### src/rtl/pfd_lock.sv
module pfd_lock (
  input  logic clk,
  input  logic rst_n,
  input  logic ref_stb,
  input  logic fb_stb,
  input  logic pol_hi,
  input  logic sleep_req,
  output logic up_o,
  output logic dn_o,
  output logic ext_up_n,
  output logic ext_dn,
  output logic lock_o,
  output logic mon_o,
  output logic sleep_o
);
  logic ref_q, fb_q, pd_q;
  logic idle;

  assign idle = !ref_q && !fb_q;

  always_ff @(posedge clk or negedge rst_n) begin
    if (!rst_n) begin
      ref_q <= 1'b0;
      fb_q  <= 1'b0;
      pd_q  <= 1'b0;
    end else if (pd_q) begin
      ref_q <= 1'b0;
      fb_q  <= 1'b0;
      pd_q  <= sleep_req;
    end else if (sleep_req && idle) begin
      pd_q  <= 1'b1;
    end else if (ref_q && fb_q) begin
      ref_q <= 1'b0;
      fb_q  <= 1'b0;
    end else begin
      ref_q <= ref_q | ref_stb;
      fb_q  <= fb_q | fb_stb;
    end
  end

  assign up_o     = pol_hi ? ref_q : fb_q;
  assign dn_o     = pol_hi ? fb_q : ref_q;
  assign ext_up_n = ~up_o;
  assign ext_dn   = dn_o;
  assign lock_o   = ~(ref_q ^ fb_q);
  assign mon_o    = pol_hi ? ref_stb : fb_stb;
  assign sleep_o  = pd_q;
endmodule


### config.mk
export PLATFORM = sky130hd
export DESIGN_NAME = pfd_lock
export DESIGN_NICKNAME = d
export VERILOG_FILES = /design/src/rtl/pfd_lock.sv
export SDC_FILE = /design/constraint.sdc
export NUM_CORES = 1
export LEC_CHECK = 0
export BUFFER_PORTS_ARGS = -buffer_cell sky130_fd_sc_hd__buf_2
export CAP_MARGIN = 40
export CORE_AREA = 2 2 39 41
export CTS_BUF_LIST = sky130_fd_sc_hd__clkbuf_8
export DETAILED_ROUTE_END_ITERATION = 8
export DIE_AREA = 0 0 41 43
export GPL_ROUTABILITY_DRIVEN = 0
export GPL_TIMING_DRIVEN = 0
export PLACE_DENSITY_LB_ADDON = 0.12
export SLEW_MARGIN = 20
export SYNTH_ARGS = -nofsm -noshare
export SYNTH_HDL_FRONTEND = slang
export SYNTH_SLANG_ARGS = --single-unit
### constraint.sdc
create_clock -name clk -period 1.39 [get_ports clk]
set_clock_uncertainty 0.1 [all_clocks]
set_input_delay 0.0695 -clock clk [delete_from_list [all_inputs] [get_ports clk]]
set_output_delay 0.0695 -clock clk [all_outputs]
set_load 0.01 [all_outputs]
Yosys cells after proc, flatten, opt, wreduce, memory -nomap -nowiden

Cells that the tools add are included.

Register bits after elaboration: 3
Output and inout bits: 7

Equal/unequal tests: 1
Multiplexer cells: 11
Bitwise gates (word level): 5
Reductions and logical operators: 5

Operator list:

| operator           | number |
|---|---|
| $mux 1             | 11 |
| $logic_and 1x1->1  | 3 |
| $logic_not 1->1    | 2 |
| $ne 2x2->1 const B | 1 |
| $not 1->1          | 2 |
| $or 1x1->1         | 2 |
| $xor 1x1->1        | 1 |

Logic depth before layout (Yosys ltp)

Gate-level depths: netlist (run 1).

Depth in word-level cells: 5
Mapped depth: 4

Worst setup path before layout (run 1)

No wires, ideal clock.

Kind: register -> register
Start: register ref_q
End: register fb_q
Library setup time: 94 ps
Arrival: 1057 ps
Slack: 139 ps
Stages on the path, launching flop included: 5
Cell sequence: dfrtp_1 -> inv_1 -> ha_1 -> a21bo_1 -> a221oi_2

Word-level cells in the longest chain between the ends: 4

RTL lines:

| what                                                 | line   | text |
|---|---|---|
| start: declaration                                   | 16     | `logic ref_q, fb_q, pd_q;` |
| start signal: assignment                             | 36     | `ref_q <= ref_q \| ref_stb;` |
| $logic_and 1x1->1 or $logic_not 1->1 (tied branches) | 32, 19 |  |
| $mux 1 or $logic_and 1x1->1 (tied branches)          | 32, 19 |  |
| $mux 1 or $logic_and 1x1->1 (tied branches)          | 30     | `end else if (sleep_req && idle) begin` |
| $mux 1 or $ne 2x2->1 (tied branches)                 | -      |  |
| end signal: assignment                               | 37     | `fb_q <= fb_q \| fb_stb;` |
| end: declaration                                     | 16     |  |

Parallel ways exist; a longest one is shown, timed or not. The select of a mux whose other input is x is not followed.
A chain may end at the register's enable or synchronous reset.

Worst setup path after layout (run 1)

Start: register ref_q
End: output port lock_o

Word-level cells in the longest chain between the ends: 2

RTL lines:

| what             | line | text |
|---|---|---|
| $xor 1x1->1      | 45   | `assign lock_o = ~(ref_q ^ fb_q);` |
| $not 1->1        | 45   |  |
| end: declaration | 12   | `output logic lock_o,` |

No other way between the ends.

==> run metrics, run 1 <==
outcome=completed; CTS root buffer=clkbuf_8; max-cap violations=0; Worst-Margin Slew=0.218 ns; Chip Width=41 µm; largest stage delay on the critical path=just under 0.4 ns; Top Family by Delay on Critical Path=flip-flops; DRC=0; Total Routing Usage GR=0.0824; clk slew on worst S/H paths=0.03 ns; port bufs=12; setup TNS=0 ns; Worst Path Arrival=around 1.1 ns; routed vias=217; slowest CP cell=dfrtp_1; crit start category=flop; total power=~0.8 mW; Core Util, Final=0.251; clock tree from TritonCTS=done; Setup Viol. Count Final=0; FILL cells=154; vias per std cell=about 4; Syn Nets=28; Setup CP Type=reg2out; Post-DP HPWL=approximately 400 µm; Hold Path Class=in2reg; nets@finish=46; commonest non-fill, non-tap cell in the layout=buf_2; critical-path maximum fanout=3; # clock sinks=3; Mapped Area=210 µm²; non-filler cells, final=54; #FFs+latches synth=3; Pleak=0.178 nW; grt total ovfl=0; Final Hold Vio Count=0; FMAX=about 770 MHz; Peak VDD IR=0.877 mV; # diodes=0; Tcrit/Tclk final=0.936; Die H=43 µm; Final min period=~1.3 ns; Max Slew Vio Count=0; largest net degree at the start of global routing=7; Starting Density=0.152; cts bufs inserted=3; DRT Pass-1 Iters=4; share of cells above drive strength 1=0.605; Initial DRC Count=5; die area=~0.0018 mm²; pwr dens=2330 mW/mm²; count of cell types in the netlist=12; final wirelength=552 µm; critical path capture point type=primary output; first-pass GRT wire length=910 µm; num rows=14; warnings from Yosys=0; most frequent cells in the layout=buf_2 (12), nand2_1 (3), clkbuf_8 (3), dfrtp_1 (3); num ports=13; FF-to-FF setup slack=0.10 ns; core area=~0.0014 mm²; worst skew pair latency=0.21 ns; Worst Path Buf+Inv=3; setup bufs post-CTS=0; Placed Cells incl. Taps=49; Post-Synthesis Cells=21; Slew headroom=0.853; sequential share of the synthesized area=0.357; synthesis-to-layout area growth=65.5%; Final ANT Viol Nets=0; clk buf depth=2; average routed wire per standard cell=10.2 µm; initial antenna violation count=0; vias in the first global route=230; Req. time, crit path=around 1.2 ns; Syn Area/Cell=10.0 µm²; unrepaired setup endpoints after global routing=false; critical path cell sequence=inv_2 > ha_2 > inv_1 > buf_2; H-tree Lvls=1
-- power breakdown --
group	internal, mW	total, mW	switching, mW
Clock	0.188	0.245	0.0572
Combinational	0.190	0.400	0.210
Sequential	0.129	0.166	0.0377
Total	0.507	0.812	0.305
-- final cells by class --
class,instances,area (µm²),share of cell area
plain buffers,1,7.51,0.0216
clock buffers,3,41.3,0.119
clock inverters,1,3.75,0.0108
inverters,3,11.3,0.0324
multi-input cells,14,119,0.342
flip-flops and latches,3,75.1,0.216
well taps,16,20.0,0.0576
repair buffers,13,70.1,0.201
-- cell families after synthesis --
logic type	after synthesis	synth area share
adder cells (fa/ha/maj)	1	0.0595
AND/OR/NAND/NOR	4	0.0833
multiplexers	1	0.0536
flip-flops	3	0.357
AO/OA/AOI/OAI	8	0.357
buffers and inverters	4	0.0893
-- sequential cells by signal (all words and copies together), names as in the netlist --
name / flops
fb_q: 1
ref_q: 1
sleep_o: 1
-- metrics by stage --
stage	hold WS [ns]	worst slack, ns	instance area (µm²)
2_1_floorplan	-0.326	0.139	210
3_3_place_gp	-0.233	0.0366	290
3_5_place_dp	-0.232	0.0539	290
4_1_cts	0.0155	0.0163	345
5_1_grt	0.0290	0.0133	348
6_report	0.0157	0.0895	348
-- repair_timing --
action | in CTS | in global routing
hold buffers | 1 | 0
setup endpoints to repair | 0 | 4
resized for setup | 0 | 3
hold endpoints to repair | 3 | 0
-- Yosys cell counts --
cell / n / area share
a21bo_1: 1 / 0.048
a21bo_2: 1 / 0.048
a221oi_2: 2 / 0.14
and2_1: 1 / 0.030
buf_4: 1 / 0.036
dfrtp_1: 3 / 0.36
ha_1: 1 / 0.060
inv_1: 3 / 0.054
mux2_2: 1 / 0.054
nand2_1: 3 / 0.054
o21a_1: 2 / 0.071
o21ai_0: 2 / 0.048
-- worst reg2reg max path: cells and delay by family (launching register included) --
family / cells / cell delay [ns]
flip-flops: 1 / 0.37
AO/OA/AOI/OAI: 2 / 0.45
buffers and inverters: 1 / 0.07
adder cells (fa/ha/maj): 1 / 0.21
-- worst paths after layout --
| check | cells after the start | start | end |
|---|---|---|---|
| worst min register to register | 1 | sleep_o | fb_q |
| min in group asynchronous | 2 | rst_n | fb_q |
| worst max-delay path | 4 | ref_q | lock_o |
| worst max register to register | 4 | ref_q | fb_q |
| worst min-delay path | 2 | sleep_req | sleep_o |
| max in group asynchronous | 2 | rst_n | ref_q |
-- per-layer routing --
layer  vias to the layer above  global-route usage  share of wire
met4                         0              0.0600              0
met1                       101              0.0903           0.43
met2                         8               0.122           0.50
li1                        108                   -              -
met5                         -                   0              0
met3                         0              0.0314          0.065
(Power assumes the default switching activity.)
==> run 2, diff against run 1 <==
PLACE_DENSITY_LB_ADDON = not set   (was 0.12)
==> run metrics, run 2 (synthesized netlist as in run 1, its figures left out) <==
outcome=completed; num rows=14 (unchanged); FMAX=762 MHz (-0.88%); pwr dens=2300 mW/mm² (-1.2%); Final ANT Viol Nets=0 (unchanged); Starting Density=0.152 (unchanged); core area=0.00138 mm² (unchanged); clock tree from TritonCTS=done; Tcrit/Tclk final=0.944 (+0.00831); critical path capture point type=primary output; critical-path maximum fanout=3 (unchanged); Pleak=0.179 nW (+0.47%); Worst Path Arrival=1.14 ns (about the same); share of cells above drive strength 1=0.579 (-0.0263); Final min period=1.31 ns (+0.0116 ns); vias per std cell=4.00 (-0.46%); setup TNS=0 ns (unchanged); synthesis-to-layout area growth=65.5% (unchanged); Finished Cell Area=348 µm² (unchanged); DRT Pass-1 Iters=3 (-1); largest net degree at the start of global routing=7 (unchanged); average routed wire per standard cell=8.91 µm (-13%); Max Slew Vio Count=0 (unchanged); Req. time, crit path=1.22 ns (about the same); first-pass GRT wire length=869 µm (-4.5%); Post-DP Area=290 µm² (unchanged); vias in the first global route=227 (-1.3%); Initial DRC Count=1 (-4); clk slew on worst S/H paths=0.03 ns (about the same); Setup Viol. Count Final=0 (unchanged); nets@finish=46 (unchanged); die area=0.00176 mm² (unchanged); most frequent cells in the layout=buf_2 (12), inv_1 (3), nand2_1 (3), clkbuf_8 (3), dfrtp_1 (3); H-tree Lvls=1 (unchanged); Hold Path Class=in2reg; Total Routing Usage GR=0.0764 (-0.00603); hold_ws=0.00968 ns (-0.00602 ns); # diodes=0 (unchanged); commonest non-fill, non-tap cell in the layout=buf_2; Final Hold Vio Count=0 (unchanged); Setup CP Type=reg2out; clk buf depth=2 (unchanged); Slew headroom=0.881 (+0.0282); Chip Width=41 µm (unchanged); crit start category=flop; max-cap violations=0 (unchanged); setup bufs post-CTS=0 (unchanged); routed vias=216 (-0.46%); initial antenna violation count=0 (unchanged); # clock sinks=3 (unchanged); CTS root buffer=clkbuf_8; num ports=13 (unchanged); worst skew pair latency=0.21 ns (about the same); DRC=0 (unchanged); port bufs=12 (unchanged); total power=0.802 mW (-1.2%); Worst-Margin Slew=0.177 ns (-0.0411 ns); cts bufs inserted=3 (unchanged); Peak VDD IR=0.732 mV (-17%); final wirelength=481 µm (-13%); grt total ovfl=0 (unchanged); Die H=43 µm (unchanged)
-- run 2: cell counts in the layout (fill, tap and decap cells not counted) --
No cell type changed its count.
-- run 2: layout make-up --
type,instances,area [µm²]
fill,151,1040
inverter,3,11.3
multi-input combinational,14,119
timing repair buffer,13,70.1
clock buffer,3,41.3
tap,16,20.0
buffer,1,7.51
clock inverter,1,3.75
sequential,3,75.1
-- run 2: per-stage QoR --
stage / setup slack [ns] / util / std cells
floorplan: 0.139 / - / 21
global placement: 0.0589 / 0.210 / 49
detailed placement: 0.0486 / 0.210 / 49
CTS: 0.0330 / 0.250 / 54
global route: -0.00135 / 0.251 / 54
finish: 0.0780 / 0.251 / 54
-- run 2: where the power goes --
part / switching [mW] / internal, mW / leakage, nW / total, mW
clock: 0.0588 / 0.188 / 0.0269 / 0.247
sequential: 0.0349 / 0.129 / 0.0370 / 0.164
combinational: 0.202 / 0.189 / 0.115 / 0.391
-- run 2: final timing paths --
kind	startpoint	endpoint	slack, ns	cells past startpoint
min	sleep_req	sleep_o	0.01	2
min in group asynchronous	rst_n	sleep_o	0.08	2
max in group asynchronous	rst_n	fb_q	1.00	2
max	ref_q	lock_o	0.08	4
max reg2reg	ref_q	fb_q	0.11	4
min reg2reg	sleep_o	fb_q	0.40	1
-- run 2: metal layers --
metal  routed length (µm)  vias up  GRT usage  share of wire
met1                  214       99     0.0774           0.44
met4                    0        0     0.0400              0
li1                     -      109          -              -
met3                   30        0     0.0471          0.062
met5                    0        -          0              0
met2                  237        8      0.116           0.49
-- run 2: what timing repair did --
action | CTS | global route
endpoints found under the setup margin | 0 | 4
endpoints found under the hold margin | 3 | 0
gates resized for setup | 0 | 3
hold buffers | 1 | 0
-- run 2: critical path: stages (launching register included) --
cell and delay [ns]:
dfrtp_1 0.37, inv_1 0.12, ha_2 0.28, inv_1 0.04, buf_2 0.11
==> run 3, diff against run 2 <==
PLACE_DENSITY = 0.33   (was not set)
==> run metrics, run 3 (synthesized netlist as in run 1, its figures left out) <==
unrepaired setup endpoints after global routing=false; Setup Viol. Count Final=0 (unchanged); FF-to-FF Start=ref_q; part of the power in registers=0.203 (about the same); # clock sinks=3 (unchanged); Clk pwr share=0.312 (+0.004); Total Routing Usage GR=0.0794 (+0.00302); cts bufs inserted=3 (unchanged); Chip Width=41 µm (unchanged); most used cell, CP=inv_1; Starting Density=0.152 (unchanged); routed vias=206 (-4.6%); setup TNS=0 ns (unchanged); critical path capture point type=primary output; final wirelength=474 µm (-1.5%); average routed wire per standard cell=8.78 µm (-1.5%); # diodes=0 (unchanged); Internal=0.507 mW (+0.24%); num ports=13 (unchanged); DRC=0 (unchanged); Final ANT Viol Nets=0 (unchanged); hold path start=sleep_req; P_sw=0.295 mW (about the same); combinational share of power=0.485 (-0.003); crit start category=flop; non-filler cells, final=54 (unchanged); Die H=43 µm (unchanged); critical-path maximum fanout=3 (unchanged); Final min period=1.33 ns (+0.0135 ns); Finished Cell Area=348 µm² (unchanged); clk buf depth=2 (unchanged); max-cap violations=0 (unchanged); first-pass GRT wire length=828 µm (-4.7%); Peak VDD IR=0.436 mV (-40%); Setup CP Type=reg2out; vias in the first global route=231 (+1.8%); source of the critical timing path=ref_q; share of cells above drive strength 1=0.579 (unchanged); critical path cell sequence=inv_1 > ha_2 > inv_1 > buf_2; initial antenna violation count=0 (unchanged); setup bufs post-CTS=0 (unchanged); FMAX=754 MHz (-1.0%); die area=0.00176 mm² (unchanged); pwr dens=2310 mW/mm² (+0.15%); commonest non-fill, non-tap cell in the layout=buf_2; vias per std cell=3.81 (-4.6%); largest stage delay on the critical path=0.38 ns (about the same); clock tree from TritonCTS=done; core area=0.00138 mm² (unchanged); Core Util, Final=0.251 (unchanged); most frequent cells in the layout=buf_2 (12), inv_1 (3), nand2_1 (3), clkbuf_8 (3), dfrtp_1 (3); num rows=14 (unchanged); Worst Path Arrival=1.16 ns (+0.02 ns); Post-DP Area=290 µm² (unchanged); FF-to-FF setup slack=0.10 ns (about the same); DRT Pass-1 Iters=2 (-1); Net Sw Frac=0.368 (-0.000571); hold path cells=2 (unchanged); clk slew on worst S/H paths=0.03 ns (about the same); CTS root buffer=clkbuf_8; port bufs=12 (unchanged); Worst R2R End=fb_q; nets@finish=46 (unchanged); Initial DRC Count=4 (+3); Pleak=0.179 nW (unchanged); Placed Cells incl. Taps=49 (unchanged); Reg2Reg Depth=4 (unchanged); H-tree Lvls=1 (unchanged); Hold Path Class=in2reg; outcome=completed; Worst-Margin Slew=0.191 ns (+0.0138 ns); Req. time, crit path=1.22 ns (about the same); largest net degree at the start of global routing=7 (unchanged); slowest CP cell=dfrtp_1; grt total ovfl=0 (unchanged); synthesis-to-layout area growth=65.5% (unchanged); Tcrit/Tclk final=0.954 (+0.00972); Final Hold Vio Count=0 (unchanged); hold endpoint=sleep_o; Max Slew Vio Count=0 (unchanged); worst skew pair latency=0.22 ns (about the same); Slew headroom=0.873 (-0.00842)
run 3: cell counts in the layout (fill, tap and decap cells not counted):
Identical to the previous run, type by type.
run 3: worst max path at each step:
stage / endpoint / slack, ns
finish: lock_o / 0.06
global route: lock_o / 0.02
CTS: fb_q / 0.05
detailed placement: fb_q / 0.06
global placement: fb_q / 0.04
floorplan: fb_q / 0.14
run 3: stage by stage:
step	power (mW)	setup slack (ns)	hold WS, ns
final	0.803	0.0645	0.0126
after global routing	0.878	0.0202	0.0195
after CTS	0.809	0.0523	0.00948
after detailed placement	0.549	0.0564	-0.233
after global placement	0.549	0.0420	-0.233
after floorplan	0.416	0.139	-0.326
run 3: worst max-delay path: cells and delay by family (launching register included):
family	cells	cell delay, ns
buffers and inverters	3	0.28
adders and majority gates	1	0.28
DFF	1	0.38
run 3: power by group through the flow:
stage | sequential [mW] | combinational [mW] | clock (mW)
floorplan | 0.162 | 0.255 | 0
global placement | 0.163 | 0.387 | 0
detailed placement | 0.162 | 0.387 | 0
CTS | 0.162 | 0.389 | 0.258
global route | 0.169 | 0.446 | 0.264
finish | 0.163 | 0.390 | 0.250
run 3: per-layer routing:
metal	vias up	wire, µm	track usage
met2	10	197	0.103
met3	3	37	0.0471
met1	86	218	0.0710
li1	107	-	-
met4	0	21	0.100
met5	-	0	0
run 3: final cells by class:
cell class / count / area (µm²)
Clock buffer: 3 / 41.3
Clock inverter: 1 / 3.75
Fill cell: 157 / 1040
Inverter: 3 / 11.3
Timing Repair Buffer: 13 / 70.1
Multi-Input combinational cell: 14 / 119
Buffer: 1 / 7.51
Sequential cell: 3 / 75.1
Tap cell: 16 / 20.0
run 3: repair_timing:
action	CTS	global route
resized for setup	0	3
hold endpoints to repair	3	0
setup endpoints to repair	0	3
hold buffers	1	0
